### src/rtl/modexp_pkg.sv
// Shared types and slot codes for the exponentiation sequencer.
// Assumes the vector store decodes the 3-bit slot codes below.
package modexp_pkg;
    typedef enum logic [1:0] {
        OP_CONV_IN,
        OP_SQR,
        OP_MUL,
        OP_CONV_OUT
    } mm_op_e;

    typedef enum logic [1:0] {
        ST_IDLE,
        ST_ISSUE,
        ST_WAIT
    } seq_st_e;

    localparam int SLOT_W = 3;
    localparam logic [SLOT_W-1:0] SLOT_BASE   = 3'd0;
    localparam logic [SLOT_W-1:0] SLOT_RSQ    = 3'd1;
    localparam logic [SLOT_W-1:0] SLOT_RMOD   = 3'd2;
    localparam logic [SLOT_W-1:0] SLOT_UNIT   = 3'd3;
    localparam logic [SLOT_W-1:0] SLOT_BASE_M = 3'd4;
    localparam logic [SLOT_W-1:0] SLOT_ACC    = 3'd5;
endpackage

### src/rtl/modexp_topbit.sv
// Leading-one finder: returns the index of the highest set bit of vec
// and whether any bit is set. Assumes W >= 2.
module modexp_topbit #(
    parameter int W  = 32,
    parameter int IW = $clog2(W)
) (
    input  logic [W-1:0]  vec,
    output logic [IW-1:0] idx,
    output logic          any
);
    // Scan upward so the last set bit seen is the highest one.
    always_comb begin
        idx = '0;
        any = 1'b0;
        for (int i = 0; i < W; i++) begin
            if (vec[i]) begin
                idx = IW'(i);
                any = 1'b1;
            end
        end
    end
endmodule

### src/rtl/modexp_opsel.sv
// Maps the current multiply step to its operand and destination slots.
// Assumes acc_fresh is set until the first square has written the accumulator.
module modexp_opsel
    import modexp_pkg::*;
(
    input  mm_op_e            op,
    input  logic              acc_fresh,
    output logic [SLOT_W-1:0] opa,
    output logic [SLOT_W-1:0] opb,
    output logic [SLOT_W-1:0] dst
);
    logic [SLOT_W-1:0] acc_src;

    // R mod M stands in for the accumulator until it is first written.
    always_comb acc_src = acc_fresh ? SLOT_RMOD : SLOT_ACC;

    // Slot decode per step.
    always_comb begin
        unique case (op)
            OP_CONV_IN: begin opa = SLOT_BASE; opb = SLOT_RSQ;    dst = SLOT_BASE_M; end
            OP_SQR:     begin opa = acc_src;   opb = acc_src;     dst = SLOT_ACC;    end
            OP_MUL:     begin opa = SLOT_ACC;  opb = SLOT_BASE_M; dst = SLOT_ACC;    end
            default:    begin opa = acc_src;   opb = SLOT_UNIT;   dst = SLOT_ACC;    end
        endcase
    end
endmodule

### src/rtl/modexp_seq.sv
// Left-to-right square-and-multiply sequencer in the Montgomery domain.
// Issues MM requests (start pulse, slot selectors held, wait for done).
// Assumes the host has filled base, R^2 mod M, R mod M and 1 before start,
// and that the multiplier raises mm_done only for an outstanding request.
module modexp_seq
    import modexp_pkg::*;
#(
    parameter int EXP_W = 32,
    localparam int IDX_W = $clog2(EXP_W),
    localparam int CNT_W = $clog2(2 * EXP_W + 3)
) (
    input  logic              clk,
    input  logic              rst_n,
    input  logic              start,
    input  logic              abort,
    input  logic [EXP_W-1:0]  exponent,
    output logic              busy,
    output logic              done,
    output logic              mm_start,
    output logic [SLOT_W-1:0] mm_opa_sel,
    output logic [SLOT_W-1:0] mm_opb_sel,
    output logic [SLOT_W-1:0] mm_dst_sel,
    input  logic              mm_done,
    output logic [CNT_W-1:0]  op_count
);
    seq_st_e           st_q;
    mm_op_e            op_q;
    logic [EXP_W-1:0]  exp_q;
    logic [IDX_W-1:0]  bit_idx_q;
    logic              nz_q;
    logic              acc_fresh_q;
    logic              done_q;
    logic [CNT_W-1:0]  cnt_q;
    logic [IDX_W-1:0]  top_idx;
    logic              top_any;
    logic              cur_bit;
    logic              last_bit;

    modexp_topbit #(.W(EXP_W), .IW(IDX_W)) topbit_i (
        .vec (exponent),
        .idx (top_idx),
        .any (top_any)
    );

    modexp_opsel opsel_i (
        .op        (op_q),
        .acc_fresh (acc_fresh_q),
        .opa       (mm_opa_sel),
        .opb       (mm_opb_sel),
        .dst       (mm_dst_sel)
    );

    // Exponent bit under scan and end-of-scan flag.
    always_comb begin
        cur_bit  = exp_q[bit_idx_q];
        last_bit = (bit_idx_q == '0);
    end

    // Main sequencing state: latch at start, step on each multiplier done.
    always_ff @(posedge clk) begin
        if (!rst_n) begin
            st_q        <= ST_IDLE;
            op_q        <= OP_CONV_IN;
            exp_q       <= '0;
            bit_idx_q   <= '0;
            nz_q        <= 1'b0;
            acc_fresh_q <= 1'b1;
            done_q      <= 1'b0;
            cnt_q       <= '0;
        end else begin
            done_q <= 1'b0;
            if (abort) begin
                st_q <= ST_IDLE;
            end else begin
                unique case (st_q)
                    ST_IDLE: if (start) begin
                        exp_q       <= exponent;
                        bit_idx_q   <= top_idx;
                        nz_q        <= top_any;
                        acc_fresh_q <= 1'b1;
                        op_q        <= OP_CONV_IN;
                        cnt_q       <= '0;
                        st_q        <= ST_ISSUE;
                    end
                    ST_ISSUE: begin
                        cnt_q <= cnt_q + 1'b1;
                        st_q  <= ST_WAIT;
                    end
                    ST_WAIT: if (mm_done) begin
                        st_q <= ST_ISSUE;
                        unique case (op_q)
                            OP_CONV_IN: op_q <= nz_q ? OP_SQR : OP_CONV_OUT;
                            OP_SQR: begin
                                acc_fresh_q <= 1'b0;
                                if (cur_bit) begin
                                    op_q <= OP_MUL;
                                end else if (last_bit) begin
                                    op_q <= OP_CONV_OUT;
                                end else begin
                                    bit_idx_q <= bit_idx_q - 1'b1;
                                    op_q      <= OP_SQR;
                                end
                            end
                            OP_MUL: begin
                                if (last_bit) begin
                                    op_q <= OP_CONV_OUT;
                                end else begin
                                    bit_idx_q <= bit_idx_q - 1'b1;
                                    op_q      <= OP_SQR;
                                end
                            end
                            default: begin
                                st_q   <= ST_IDLE;
                                done_q <= 1'b1;
                            end
                        endcase
                    end
                    default: st_q <= ST_IDLE;
                endcase
            end
        end
    end

    // Status and request outputs.
    always_comb begin
        busy     = (st_q != ST_IDLE);
        mm_start = (st_q == ST_ISSUE);
        done     = done_q;
        op_count = cnt_q;
    end

    // a request lasts one cycle.
    a_r7_req_pulse: assert property (@(posedge clk) disable iff (!rst_n)
        mm_start |=> !mm_start);
    // selectors hold while a request is outstanding.
    a_r7_sel_hold: assert property (@(posedge clk) disable iff (!rst_n)
        (st_q == ST_WAIT && !mm_done && !abort) |=>
        ($stable(mm_opa_sel) && $stable(mm_opb_sel) && $stable(mm_dst_sel) && !mm_start));
    // the first request of a run converts the base.
    a_r2_first_conv: assert property (@(posedge clk) disable iff (!rst_n)
        (mm_start && op_count == '0) |->
        (mm_opa_sel == SLOT_BASE && mm_opb_sel == SLOT_RSQ && mm_dst_sel == SLOT_BASE_M));
    // done is a single pulse and comes with busy low.
    a_r8_done_pulse: assert property (@(posedge clk) disable iff (!rst_n)
        done |=> !done);
    a_r8_done_idle: assert property (@(posedge clk) disable iff (!rst_n)
        done |-> !busy);
    // start while busy leaves the latched exponent alone.
    a_r9_ignore_start: assert property (@(posedge clk) disable iff (!rst_n)
        (busy && start && !abort) |=> $stable(exp_q));
    // abort leads to idle with no completion pulse.
    a_r10_abort_idle: assert property (@(posedge clk) disable iff (!rst_n)
        abort |=> (!busy && !done));
    // a completed run has at least the two conversions.
    a_r6_min_count: assert property (@(posedge clk) disable iff (!rst_n)
        done |-> (op_count >= CNT_W'(2)));
endmodule

### config.mk
export PLATFORM = sky130hd
export DESIGN_NAME = modexp_seq
export DESIGN_NICKNAME = d
export VERILOG_FILES = /design/src/rtl/modexp_pkg.sv /design/src/rtl/modexp_topbit.sv /design/src/rtl/modexp_opsel.sv /design/src/rtl/modexp_seq.sv
export SDC_FILE = /design/constraint.sdc
export NUM_CORES = 1
export LEC_CHECK = 0
export BUFFER_PORTS_ARGS = -buffer_cell sky130_fd_sc_hd__buf_2
export CAP_MARGIN = 20
export CORE_MARGIN = 5
export CORE_UTILIZATION = 58
export DETAILED_ROUTE_END_ITERATION = 8
export PLACE_DENSITY = 0.9
export SYNTH_ARGS = -nofsm -noshare
export SYNTH_HDL_FRONTEND = slang
export SYNTH_SLANG_ARGS = --single-unit
export TNS_END_PERCENT = 10
### constraint.sdc
create_clock -name clk -period 5.3 [get_ports clk]
set_input_delay 0 -clock clk [delete_from_list [all_inputs] [get_ports clk]]
set_output_delay 0 -clock clk [all_outputs]
set_load 0.05 [all_outputs]
## After elaboration in Yosys (flattened, before gate mapping)

Cells that the tools add are included.

| storage, ports and cells | value |
|---|---|
| flip-flop bits (word level) | 51 |
| logic and storage cells | 133 |

| operators by class | value |
|---|---|
| mux-type cells | 93 |
| equality and inequality tests | 10 |
| reductions and logical operators | 15 |
| add/subtract/negate cells | 2 |
| order comparisons | 1 |
| bitwise gates (word level) | 4 |

Operators by type and width:

| operator | number |
|---|---|
| 2-to-1 mux 5 bit | 20 |
| 2-to-1 mux 1 bit | 40 |
| 2-to-1 mux 4 bit | 8 |
| case mux 5 bit (2 select lines) | 2 |
| 2-to-1 mux 2 bit | 9 |
| 2-to-1 mux 3 bit | 5 |
| case mux 7 bit (2 select lines) | 1 |
| case mux 2 bit (3 select lines) | 2 |
| AND reduction 5 bit | 2 |
| case mux 3 bit (3 select lines) | 1 |
| adder 7 x 1 -> 7 bit, second input constant | 1 |
| 2-to-1 mux 7 bit | 1 |
| < comparator 5 x 6 -> 1 bit, second input constant | 1 |
| case mux 3 bit (2 select lines) | 1 |
| AND reduction 3 bit | 2 |
| AND reduction 6 bit | 1 |
| nonzero test 2 bit | 3 |
| binary-select mux 1 bit (select 5 bit) | 1 |
| logical NOT 5 bit | 1 |
| subtractor 5 x 1 -> 5 bit, second input constant | 1 |
| equality test 2 x 1 -> 1 bit, second input constant | 2 |
| equality test 2 bit, second input constant | 2 |
| logical NOT 2 bit | 2 |
| inequality test 2 bit, second input constant | 2 |
| 11 further kinds | 14 |

## Depth between registers and ports, before layout

Gate-level depths: netlist (run 1).

| depth | value |
|---|---|
| word-level depth | 33 |
| mapped depth | 9 |

## Cells and area by module

From an unflattened synthesis (run 1), not the netlist that was laid out.

| unflattened totals | value |
|---|---|
| cell total of the unflattened synthesis | 373 |
| area, all modules | 2,975.4 µm² |

Modules (own cells, without submodules):

| module | area an instance (µm²) | cells each | times used | sequential area each (µm²) |
|---|---|---|---|---|
| modexp_seq | 2,533.7 | 297 | 1 | 1,021.0 |
| modexp_topbit | 357.8 | 62 | 1 | 0.0 |
| modexp_opsel | 83.8 | 14 | 1 | 0.0 |

## Worst setup path after synthesis (run 1)

No wires, ideal clock.

| path | value |
|---|---|
| kind | register to register |
| start | register bit_idx_q[2] |
| end | register bit_idx_q[4] |
| period minus slack after synthesis | 2.380 ns |
| path slack | 2.920 ns |
| data required time | 5.178 ns |
| data arrival time | 2.258 ns |
| buffers on the path | 1 |
| stages on the path, launching flop included | 8 |
| path through | dfxtp_1 buf_6 mux4_2 mux4_2 o32a_2 o31a_1 o211ai_1 o21ai_1 |

| on the way | value |
|---|---|
| word-level cells in the longest chain between the ends | 6 |
| elaborated cells on any way between the ends | 11 |

RTL lines:

| item | line | source |
|---|---|---|
| start: declaration | modexp_seq.sv:29 | `logic [IDX_W-1:0] bit_idx_q;` |
| start signal: assignment | modexp_seq.sv:78 | `bit_idx_q <= top_idx;` |
| start signal: assignment | modexp_seq.sv:100 | `bit_idx_q <= bit_idx_q - 1'b1;` |
| start signal: assignment | modexp_seq.sv:108 | `bit_idx_q <= bit_idx_q - 1'b1;` |
| subtractor 5 x 1 -> 5 bit or logical NOT 5 bit (tied branches) | modexp_seq.sv:100, modexp_seq.sv:108, modexp_seq.sv:56 |  |
| 2-to-1 mux 5 bit | modexp_seq.sv:97, modexp_seq.sv:105 |  |
| 2-to-1 mux 5 bit | modexp_seq.sv:95 | `if (cur_bit) begin` |
| case mux 5 bit (2 select lines) | modexp_seq.sv:91 | `unique case (op_q)` |
| 2-to-1 mux 5 bit | modexp_seq.sv:89 | `ST_WAIT: if (mm_done) begin` |
| case mux 5 bit (2 select lines) | modexp_seq.sv:75 | `unique case (st_q)` |

Several ways; a longest one is shown, not always the timed one. The select of a mux whose other input is x is not followed.
A chain may end at the register's enable or synchronous reset.

## Worst setup path in the final report (run 1)

| path | value |
|---|---|
| start | register bit_idx_q[2] |
| end | register bit_idx_q[3] |

The elaborated chain is that of the path after synthesis.

==> results of run 1 <==
==> layout by cell type (no fill, tap or decap), types with 2 or more instances in the layout <==
master and count:
a211oi_1 3, a21boi_1 34, a21o_1 4, a21oi_1 10, a221o_1 2, a31oi_1 2, and3_1 2, buf_2 53
clkbuf_8 5, conb_1 2, dfxtp_1 51, dlygate4sd3_1 33, ha_1 7, inv_1 12, mux4_1 7, mux4_2 2
nand2_1 85, nand2b_1 8, nand3_1 2, nand4_1 3, nand4b_1 2, nor2_1 25, nor2b_1 4, nor3_1 10
nor4_1 9, o211ai_1 5, o21a_1 3, o21ai_0 5, o21ai_1 5, o22ai_1 2, o31ai_1 3, or3_1 4
xor2_1 4
==> routing by layer <==
layer,vias up,part of all wire [%]
met5,-,0
met4,0,3.0
met3,29,9.9
met2,197,48
met1,1419,39
li1,1446,-
==> worst max-delay path, cell delays in order, from the launching register on <==
cell,delay [ps]
dfxtp_1,640
mux4_1,620
mux4_2,480
o32a_2,230
a211oi_2,330
o211ai_1,160
a22oi_1,220
==> kinds of logic after synthesis <==
family | Yosys count
AO/OA/AOI/OAI | 93
XOR/XNOR | 4
adder cells (fa/ha/maj) | 7
buffers and inverters | 33
flip-flops | 51
multiplexers | 10
other | 2
AND/OR/NAND/NOR | 166
==> worst paths after layout <==
path	from	endpoint	slack (ps)
worst max-delay path	bit_idx_q[2]	bit_idx_q[3]	2540
worst min-delay path	abort	acc_fresh_q	80
worst max register to register	bit_idx_q[2]	bit_idx_q[3]	2540
worst min register to register	exp_q[31]	exp_q[31]	460
==> through the flow <==
stage / setup slack [ps] / total power [uW] / area, um2 / instances
floorplan: 2920 / 538 / 3020 / 366
global placement: 2680 / 578 / 3260 / 469
detailed placement: 2610 / 583 / 3260 / 469
CTS: 2590 / 873 / 3700 / 510
global route: 2420 / 916 / 3700 / 510
finish: 2540 / 878 / 3700 / 510
==> registers in the layout, summed over array words and instances (netlist names) <==
name	flops
done	1
acc_fresh_q	1
bit_idx_q	5
op_q	2
nz_q	1
op_count	7
exp_q	32
st_q	2
==> where the power goes <==
part	leakage (uW)	internal, uW	switching, uW	total [uW]
sequential	0.000416	400	19.4	419
clock	0.0000581	141	136	277
combinational	0.00104	79.1	102	181
==> layout make-up <==
class | instances | area, um2 | share of cell area [%]
multi-input cells | 282 | 1830 | 49.5
well taps | 70 | 87.6 | 2.36
clock buffers | 5 | 68.8 | 1.86
clock inverters | 3 | 43.8 | 1.18
repair buffers | 87 | 603 | 16.3
flip-flops and latches | 51 | 1020 | 27.6
inverters | 12 | 45.0 | 1.22
==> impl_metrics.json, run 1 <==
{
  "cp.required_ps": 5540,
  "max-cap-violations": 0,
  "synth_commonest_cells": "nand2_1 (85), dfxtp_1 (51), a21boi_1 (34)",
  "post_drt_wl_per_cell_um": 16.3,
  "synth_cells": 366,
  "io_pins": 56,
  "vdd_ir_drop_max_mv": 0.171,
  "htree_levels": 2,
  "final_max_slew_viol_count": 0,
  "gr-total-overflow": 0,
  "cts_buffers": 5,
  "synthSimpleGateAreaFrac_pct": 25.9,
  "crit_type": "register to register",
  "r2r_cells": 6,
  "syn_nets": 410,
  "synth_compound_area_share_pct": 22.4,
  "worst_slew_pin_slew_ps": 769,
  "ys.warnings.count": 0,
  "netlist-cell-type-count": 61,
  "hold_path.class": "input port to register",
  "fillers": 371,
  "drive_above_1_share_pct": 17.7,
  "grt_usage_pct": 26.3,
  "area_growth_pct": 22.7,
  "cts_buffer_depth": 2,
  "final_hold_viol_count": 0,
  "vias": 3091,
  "netlist.area_leader.share_pct": 33.8,
  "cts_tree": "yes",
  "antenna_cells": 0,
  "clkSinkCount": 51,
  "yosysMostFrequentCell": "nand2_1",
  "critPathArrivalTime_ps": 2990,
  "rows": 26,
  "slew_headroom_pct": 48.8,
  "gp_congestion": 0.875,
  "viasPerCell": 6.06,
  "min_period_ps": 2760,
  "syn_area_per_cell_um2": 8.25,
  "worst_clock_skew_ps": 9.53,
  "leakagePower_uw": 0.00152,
  "core-area_um2": 5070,
  "synth_seq_cells": 51,
  "cts-root-buf": "clkbuf_8",
  "ctsHoldBuffers": 33,
  "synth_edf_count": 0,
  "grt_pass1_wl_mm": 13.6,
  "postCtsSetupRepairBufs": 0,
  "seq_area_frac_synth_pct": 33.8,
  "grt_pass1_vias": 2873,
  "port_buffers": 53,
  "synth_area_um2": 3020,
  "grt_use_met3_pct": 6.51,
  "post_cts_resized": 0,
  "status": "finished, final reports clean",
  "fmax_mhz": 363,
  "finalSetupViolations": 0,
  "hpwl_mm": 5.19,
  "grt_util_met2_pct": 43.9,
  "cp-end-kind": "register",
  "grt.busiest_layer": "met2",
  "nets": 483,
  "fp.dieH_um": 82.2,
  "synth_area_leaders": "dfxtp_1 (34%), nand2_1 (11%), a21boi_1 (8.5%)",
  "tns_ps": 0,
  "drt_wl_total_mm": 8.30,
  "synth_top_family_by_area": "simple AND/OR/NAND/NOR gates",
  "antenna_found_initial": 0,
  "fin_crit_sh_pct": 52.0,
  "critical_path.max_fanout": 13,
  "hold_ws_ps": 84.2,
  "start_util_pct": 59.5,
  "post-route-util_pct": 73.0,
  "rsz0062_at_grt": "no",
  "drt_pass1_iterations": 6,
  "clock_latency_ps": 310,
  "drtIter0Drc": 253,
  "clkTransAtPathRegs_ps": 100,
  "synth_fa_ha_area_share_pct": 2.90,
  "synth_top_area_cell": "dfxtp_1",
  "synth_xor_area_share_pct": 1.16,
  "synth.area.mux_share_pct": 7.92,
  "synth_flop_cell": "dfxtp_1",
  "fp.dieW_um": 82.2,
  "drc": 0,
  "min_path_cells": 4,
  "die_area_um2": 6750,
  "ant_nets": 0,
  "power.density_nw_per_um2": 237,
  "start_kind": "register",
  "async_reset_ff_share_pct": 0,
  "use_met1_pct": 31.7,
  "grt_max_degree": 51
}
No activity file was read; power rests on OpenSTA's default activity.
==> run 2: changes to the inputs <==
- CORE_UTILIZATION: 58 -> 50
- PLACE_DENSITY: 0.9 -> 0.83
- clock period: 5.3 -> 2.3 ns (I/O delays scaled with it)
==> run 2 against run 1 <==
Compared with the run above:
- the flow now finishes with violations (negative setup slack)
- global-route usage fell by 2.9 points
- die area is 14% higher
- sequential share of layout area fell by 0.49 points
- routed wire length increased by 0.60%
- core utilization fell by 8.6 points
- combinational power up 150%
- hold slack got worse by 65 ps
- critical path depth unchanged
- maximum frequency up 17%
- critical path type unchanged
- critical endpoint is now bit_idx_q[4]
- highest routed layer unchanged
==> impl_metrics.json, run 2 (synthesized netlist as in run 1, its figures left out) <==
{
  "path_cells": "mux4_2, mux4_2, o32a_4, o31a_1, o211ai_1, o21ai_1",
  "gp_congestion": 0.886,
  "postCtsSetupRepairBufs": 0,
  "worst_slew_pin_slew_ps": 541,
  "hpwl_mm": 5.84,
  "grt_pass1_vias": 2933,
  "cts_buffers": 5,
  "r2r_setup_slack_ps": -60,
  "max-cap-violations": 0,
  "gr-total-overflow": 0,
  "setup_slack_ps": -59.6,
  "cts_buffer_depth": 2,
  "drc": 0,
  "grt_max_degree": 35,
  "grt_use_met3_pct": 5.17,
  "viasPerCell": 5.78,
  "core-area_um2": 5890,
  "die_area_um2": 7690,
  "fin_crit_sh_pct": 103,
  "fp.dieW_um": 87.7,
  "r2r_cells": 6,
  "nets": 492,
  "r2r-start": "bit_idx_q[2]",
  "hold_ws_ps": 18.7,
  "vdd_ir_drop_max_mv": 0.305,
  "final_common_cell": "nand2_1",
  "clkTransAtPathRegs_ps": 100,
  "post_drt_wl_per_cell_um": 15.9,
  "min_from": "exponent[22]",
  "crit_top_cell": "mux4_2",
  "power.density_nw_per_um2": 552,
  "leakagePower_uw": 0.00156,
  "fmax_mhz": 424,
  "port_buffers": 53,
  "drtIter0Drc": 194,
  "clock_latency_ps": 310,
  "grt_pass1_wl_mm": 14.1,
  "drive_above_1_share_pct": 20.7,
  "final_hold_viol_count": 0,
  "min_period_ps": 2360,
  "cts_tree": "yes",
  "dp_slack_ps": -146,
  "drt_wl_total_mm": 8.35,
  "cp_top_family": "multiplexers",
  "slew_headroom_pct": 64.0,
  "status": "finished, violations left",
  "crit_type": "register to register",
  "use_met1_pct": 29.2,
  "critical_path.max_fanout": 7,
  "tns_ps": -176,
  "fp.dieH_um": 87.7,
  "antenna_found_initial": 0,
  "startpoint": "bit_idx_q[2]",
  "grt.busiest_layer": "met2",
  "largest_register_ffs": 32,
  "rsz0062_at_grt": "yes",
  "ant_nets": 0,
  "clkSinkCount": 51,
  "cts-root-buf": "clkbuf_8",
  "cpPeakStageDelay_ps": 510,
  "cp_num_buf_inv": 0,
  "area_growth_pct": 25.5,
  "cp_slowest_cell": "mux4_2",
  "io_pins": 56,
  "worst_clock_skew_ps": 10.1,
  "final_cell_mix": "nand2_1 (85), buf_2 (53), dfxtp_1 (49)",
  "final_max_slew_viol_count": 0,
  "r2r_end": "bit_idx_q[4]",
  "finalSetupViolations": 4,
  "htree_levels": 2,
  "drt_pass1_iterations": 7,
  "min_path_cells": 3,
  "grt_util_met2_pct": 39.4,
  "antenna_cells": 0,
  "cp.required_ps": 2500,
  "design_power_total_uw": 2090,
  "endpoint": "bit_idx_q[4]",
  "cp-end-kind": "register",
  "rows": 28,
  "hold_path.class": "input port to register",
  "violations": "negative setup slack",
  "start_util_pct": 51.3,
  "grt_usage_pct": 23.3,
  "start_kind": "register",
  "regMostFlops": "exp_q",
  "critPathArrivalTime_ps": 2560,
  "worst-path-stages": 6,
  "vias": 3027
}
-- run 2: cell types whose count changed in the layout (fill, tap and decap cells not counted), moves of 2 or more --
cell	delta
dfxtp_1	-2
mux4_1	-3
mux4_2	+3
buf_4	+10
-- run 2: how the worst min path moves through the flow --
| stage | to | slack [ps] |
|---|---|---|
| after floorplan | done | 130 |
| after global placement | exp_q[0] | 250 |
| after detailed placement | done | 260 |
| after CTS | exp_q[22] | 4 |
| after global routing | exp_q[22] | 20 |
| final | exp_q[22] | 20 |
-- run 2: timing repair --
action	4_1_cts	5_1_grt
pin swaps	4	2
resized for setup	6	0
hold buffers	32	0
endpoints found under the setup margin	5	5
hold endpoints to repair	33	0
-- run 2: final cells by class --
cell class | count | area (um2)
fillers | 516 | 2100
repair buffers | 96 | 668
clock inverters | 2 | 38.8
inverters | 12 | 45.0
clock buffers | 6 | 82.6
multi-input cells | 282 | 1830
well taps | 75 | 93.8
flip-flops and latches | 51 | 1030
-- run 2: where the power goes --
| group | leakage, uW | switching, uW | internal [uW] |
|---|---|---|---|
| registers | 0.000417 | 36.8 | 922 |
| clock network | 0.0000618 | 322 | 358 |
| logic | 0.00108 | 250 | 202 |
-- run 2: metal layers --
layer | part of all wire, % | routed length, um | up-vias
met5 | 0 | 0 | -
li1 | - | - | 1459
met3 | 7.1 | 595 | 22
met4 | 2.8 | 235 | 0
met1 | 42 | 3510 | 1415
met2 | 48 | 4000 | 131
-- run 2: metrics by stage --
stage | util (%) | std cells | instance area (um2)
3_5_place_dp | 56.8 | 484 | 3340
2_1_floorplan | - | 366 | 3020
4_1_cts | 64.4 | 524 | 3790
3_3_place_gp | 56.8 | 484 | 3340
5_1_grt | 64.4 | 524 | 3790
6_report | 64.4 | 524 | 3790
-- run 2: tightest hold or removal path, delay by kind of cell --
family	cells	cell delay, ps
buffers and inverters	1	130
AO/OA/AOI/OAI	1	60
AND/OR/NAND/NOR	1	80
==> run 3: changes to the inputs <==
- PLACE_DENSITY: 0.83 -> 0.85
==> run 3 against run 2 <==
Compared with the run above:
- the run still ends with negative setup slack left
- sequential power about the same
- routed wire length is 3.2% higher
- core utilization is 0.38 points higher
- highest routed layer unchanged
==> impl_metrics.json, run 3 (synthesized netlist as in run 1, its figures left out) <==
{
  "setup_slack_ps": -119,
  "path_cells": "mux4_2, mux4_2, o32a_4, o31a_1, buf_6, nand2b_1, a22oi_1",
  "cpPeakStageDelay_ps": 520,
  "postLayoutCellArea_um2": 3810,
  "clkTransAtPathRegs_ps": 90,
  "gp_congestion": 0.868,
  "worst_slew_pin_slew_ps": 528,
  "clock_latency_ps": 310,
  "seqPwrFrac_pct": 48.0,
  "drive_above_1_share_pct": 21.6,
  "drt_wl_total_mm": 8.61,
  "grt_util_met2_pct": 39.9,
  "status": "finished, violations left",
  "rsz0062_at_grt": "yes",
  "tns_ps": -428,
  "grt_pass1_wl_mm": 14.0,
  "viasPerCell": 5.94,
  "max-cap-violations": 0,
  "final_max_slew_viol_count": 0,
  "cts-root-buf": "clkbuf_8",
  "cp_slowest_cell": "mux4_2",
  "cts_buffers": 5,
  "grt_use_met3_pct": 5.17,
  "critPathArrivalTime_ps": 2610,
  "start_util_pct": 51.3,
  "drt_pass1_iterations": 5,
  "grt_pass1_vias": 2915,
  "rows": 28,
  "cp_num_buf_inv": 1,
  "fin_crit_sh_pct": 105,
  "final_hold_viol_count": 0,
  "crit_top_cell": "mux4_2",
  "cts_tree": "yes",
  "grt_max_degree": 38,
  "worst_clock_skew_ps": 4.32,
  "nets": 493,
  "cp-end-kind": "register",
  "drc": 0,
  "vdd_ir_drop_max_mv": 0.351,
  "start_kind": "register",
  "power_frac_clock_pct": 28.6,
  "finalSetupViolations": 5,
  "critical_path.max_fanout": 6,
  "use_met1_pct": 27.7,
  "htree_levels": 2,
  "switchingPower_uw": 594,
  "core-area_um2": 5890,
  "cp.required_ps": 2490,
  "final_common_cell": "nand2_1",
  "io_pins": 56,
  "crit_type": "register to register",
  "area_growth_pct": 26.2,
  "antenna_found_initial": 0,
  "power.density_nw_per_um2": 525,
  "largest_register_ffs": 32,
  "gr-total-overflow": 0,
  "hold_path.class": "input port to register",
  "comb_power_share_pct": 23.4,
  "hpwl_mm": 5.95,
  "cp_top_family": "multiplexers",
  "grt_usage_pct": 23.1,
  "regMostFlops": "exp_q",
  "p_int_uw": 1400,
  "violations": "negative setup slack",
  "post-route-util_pct": 64.8,
  "die_area_um2": 7690,
  "post_drt_wl_per_cell_um": 16.4,
  "leakagePower_uw": 0.00156,
  "clkSinkCount": 51,
  "antenna_cells": 0,
  "grt.busiest_layer": "met2",
  "switching_share_pct": 29.7,
  "place_area_um2": 3360,
  "design_power_total_uw": 2000,
  "fmax_mhz": 413,
  "cts_buffer_depth": 2,
  "fp.dieW_um": 87.7,
  "drtIter0Drc": 201,
  "fp.dieH_um": 87.7,
  "min_period_ps": 2420,
  "slew_headroom_pct": 64.3,
  "final_cell_mix": "nand2_1 (85), buf_2 (53), dfxtp_1 (49)",
  "port_buffers": 53,
  "ant_nets": 0,
  "vias": 3121
}
-- run 3: power by group through the flow --
stage	clock network [uW]	registers (uW)	logic (uW)
finish	572	960	467
global route	613	966	501
CTS	573	958	450
detailed placement	0	978	400
global placement	0	974	388
floorplan	0	962	277
-- run 3: worst min-delay path, delay by kind of cell --
kind / cells / cell delay [ps]
buffers and inverters: 1 / 140
AO/OA/AOI/OAI: 1 / 60
AND/OR/NAND/NOR: 1 / 80
-- run 3: timing repair --
| action | CTS | global route |
|---|---|---|
| pin swaps | 5 | 2 |
| cloned | 0 | 0 |
| hold buffers | 31 | 0 |
| endpoints found under the hold margin | 32 | 0 |
| resized for setup | 7 | 3 |
| endpoints found under the setup margin | 5 | 5 |
| buffers inserted | 2 | 0 |
-- run 3: stage by stage --
step | hold WS, ps | cells | worst slack (ps)
detailed placement | 259 | 484 | -166
global route | 28.8 | 525 | -172
floorplan | 127 | 366 | -26.0
global placement | 251 | 484 | -59.2
finish | 13.9 | 525 | -119
CTS | 6.49 | 525 | -116
-- run 3: final timing paths --
path | start | endpoint | slack, ps | depth (start not counted)
setup / recovery | bit_idx_q[2] | bit_idx_q[3] | -120 | 7
hold / removal | exponent[20] | exp_q[20] | 10 | 3
setup reg to reg | bit_idx_q[2] | bit_idx_q[3] | -120 | 7
hold reg to reg | exp_q[21] | exp_q[21] | 460 | 2
-- run 3: cell type report --
type / count / area [um2]
Clock buffer: 7 / 96.3
Timing Repair Buffer: 97 / 689
Tap cell: 75 / 93.8
Sequential cell: 51 / 1030
Fill cell: 480 / 2070
Inverter: 12 / 45.0
Multi-Input combinational cell: 282 / 1850
Clock inverter: 1 / 7.51
-- run 3: per-layer routing --
metal	share of wire [%]	wire, um	up-vias
met2	47	4080	186
met3	9.4	809	34
met1	40	3430	1442
met4	3.4	294	0
li1	-	-	1459
met5	0	0	-
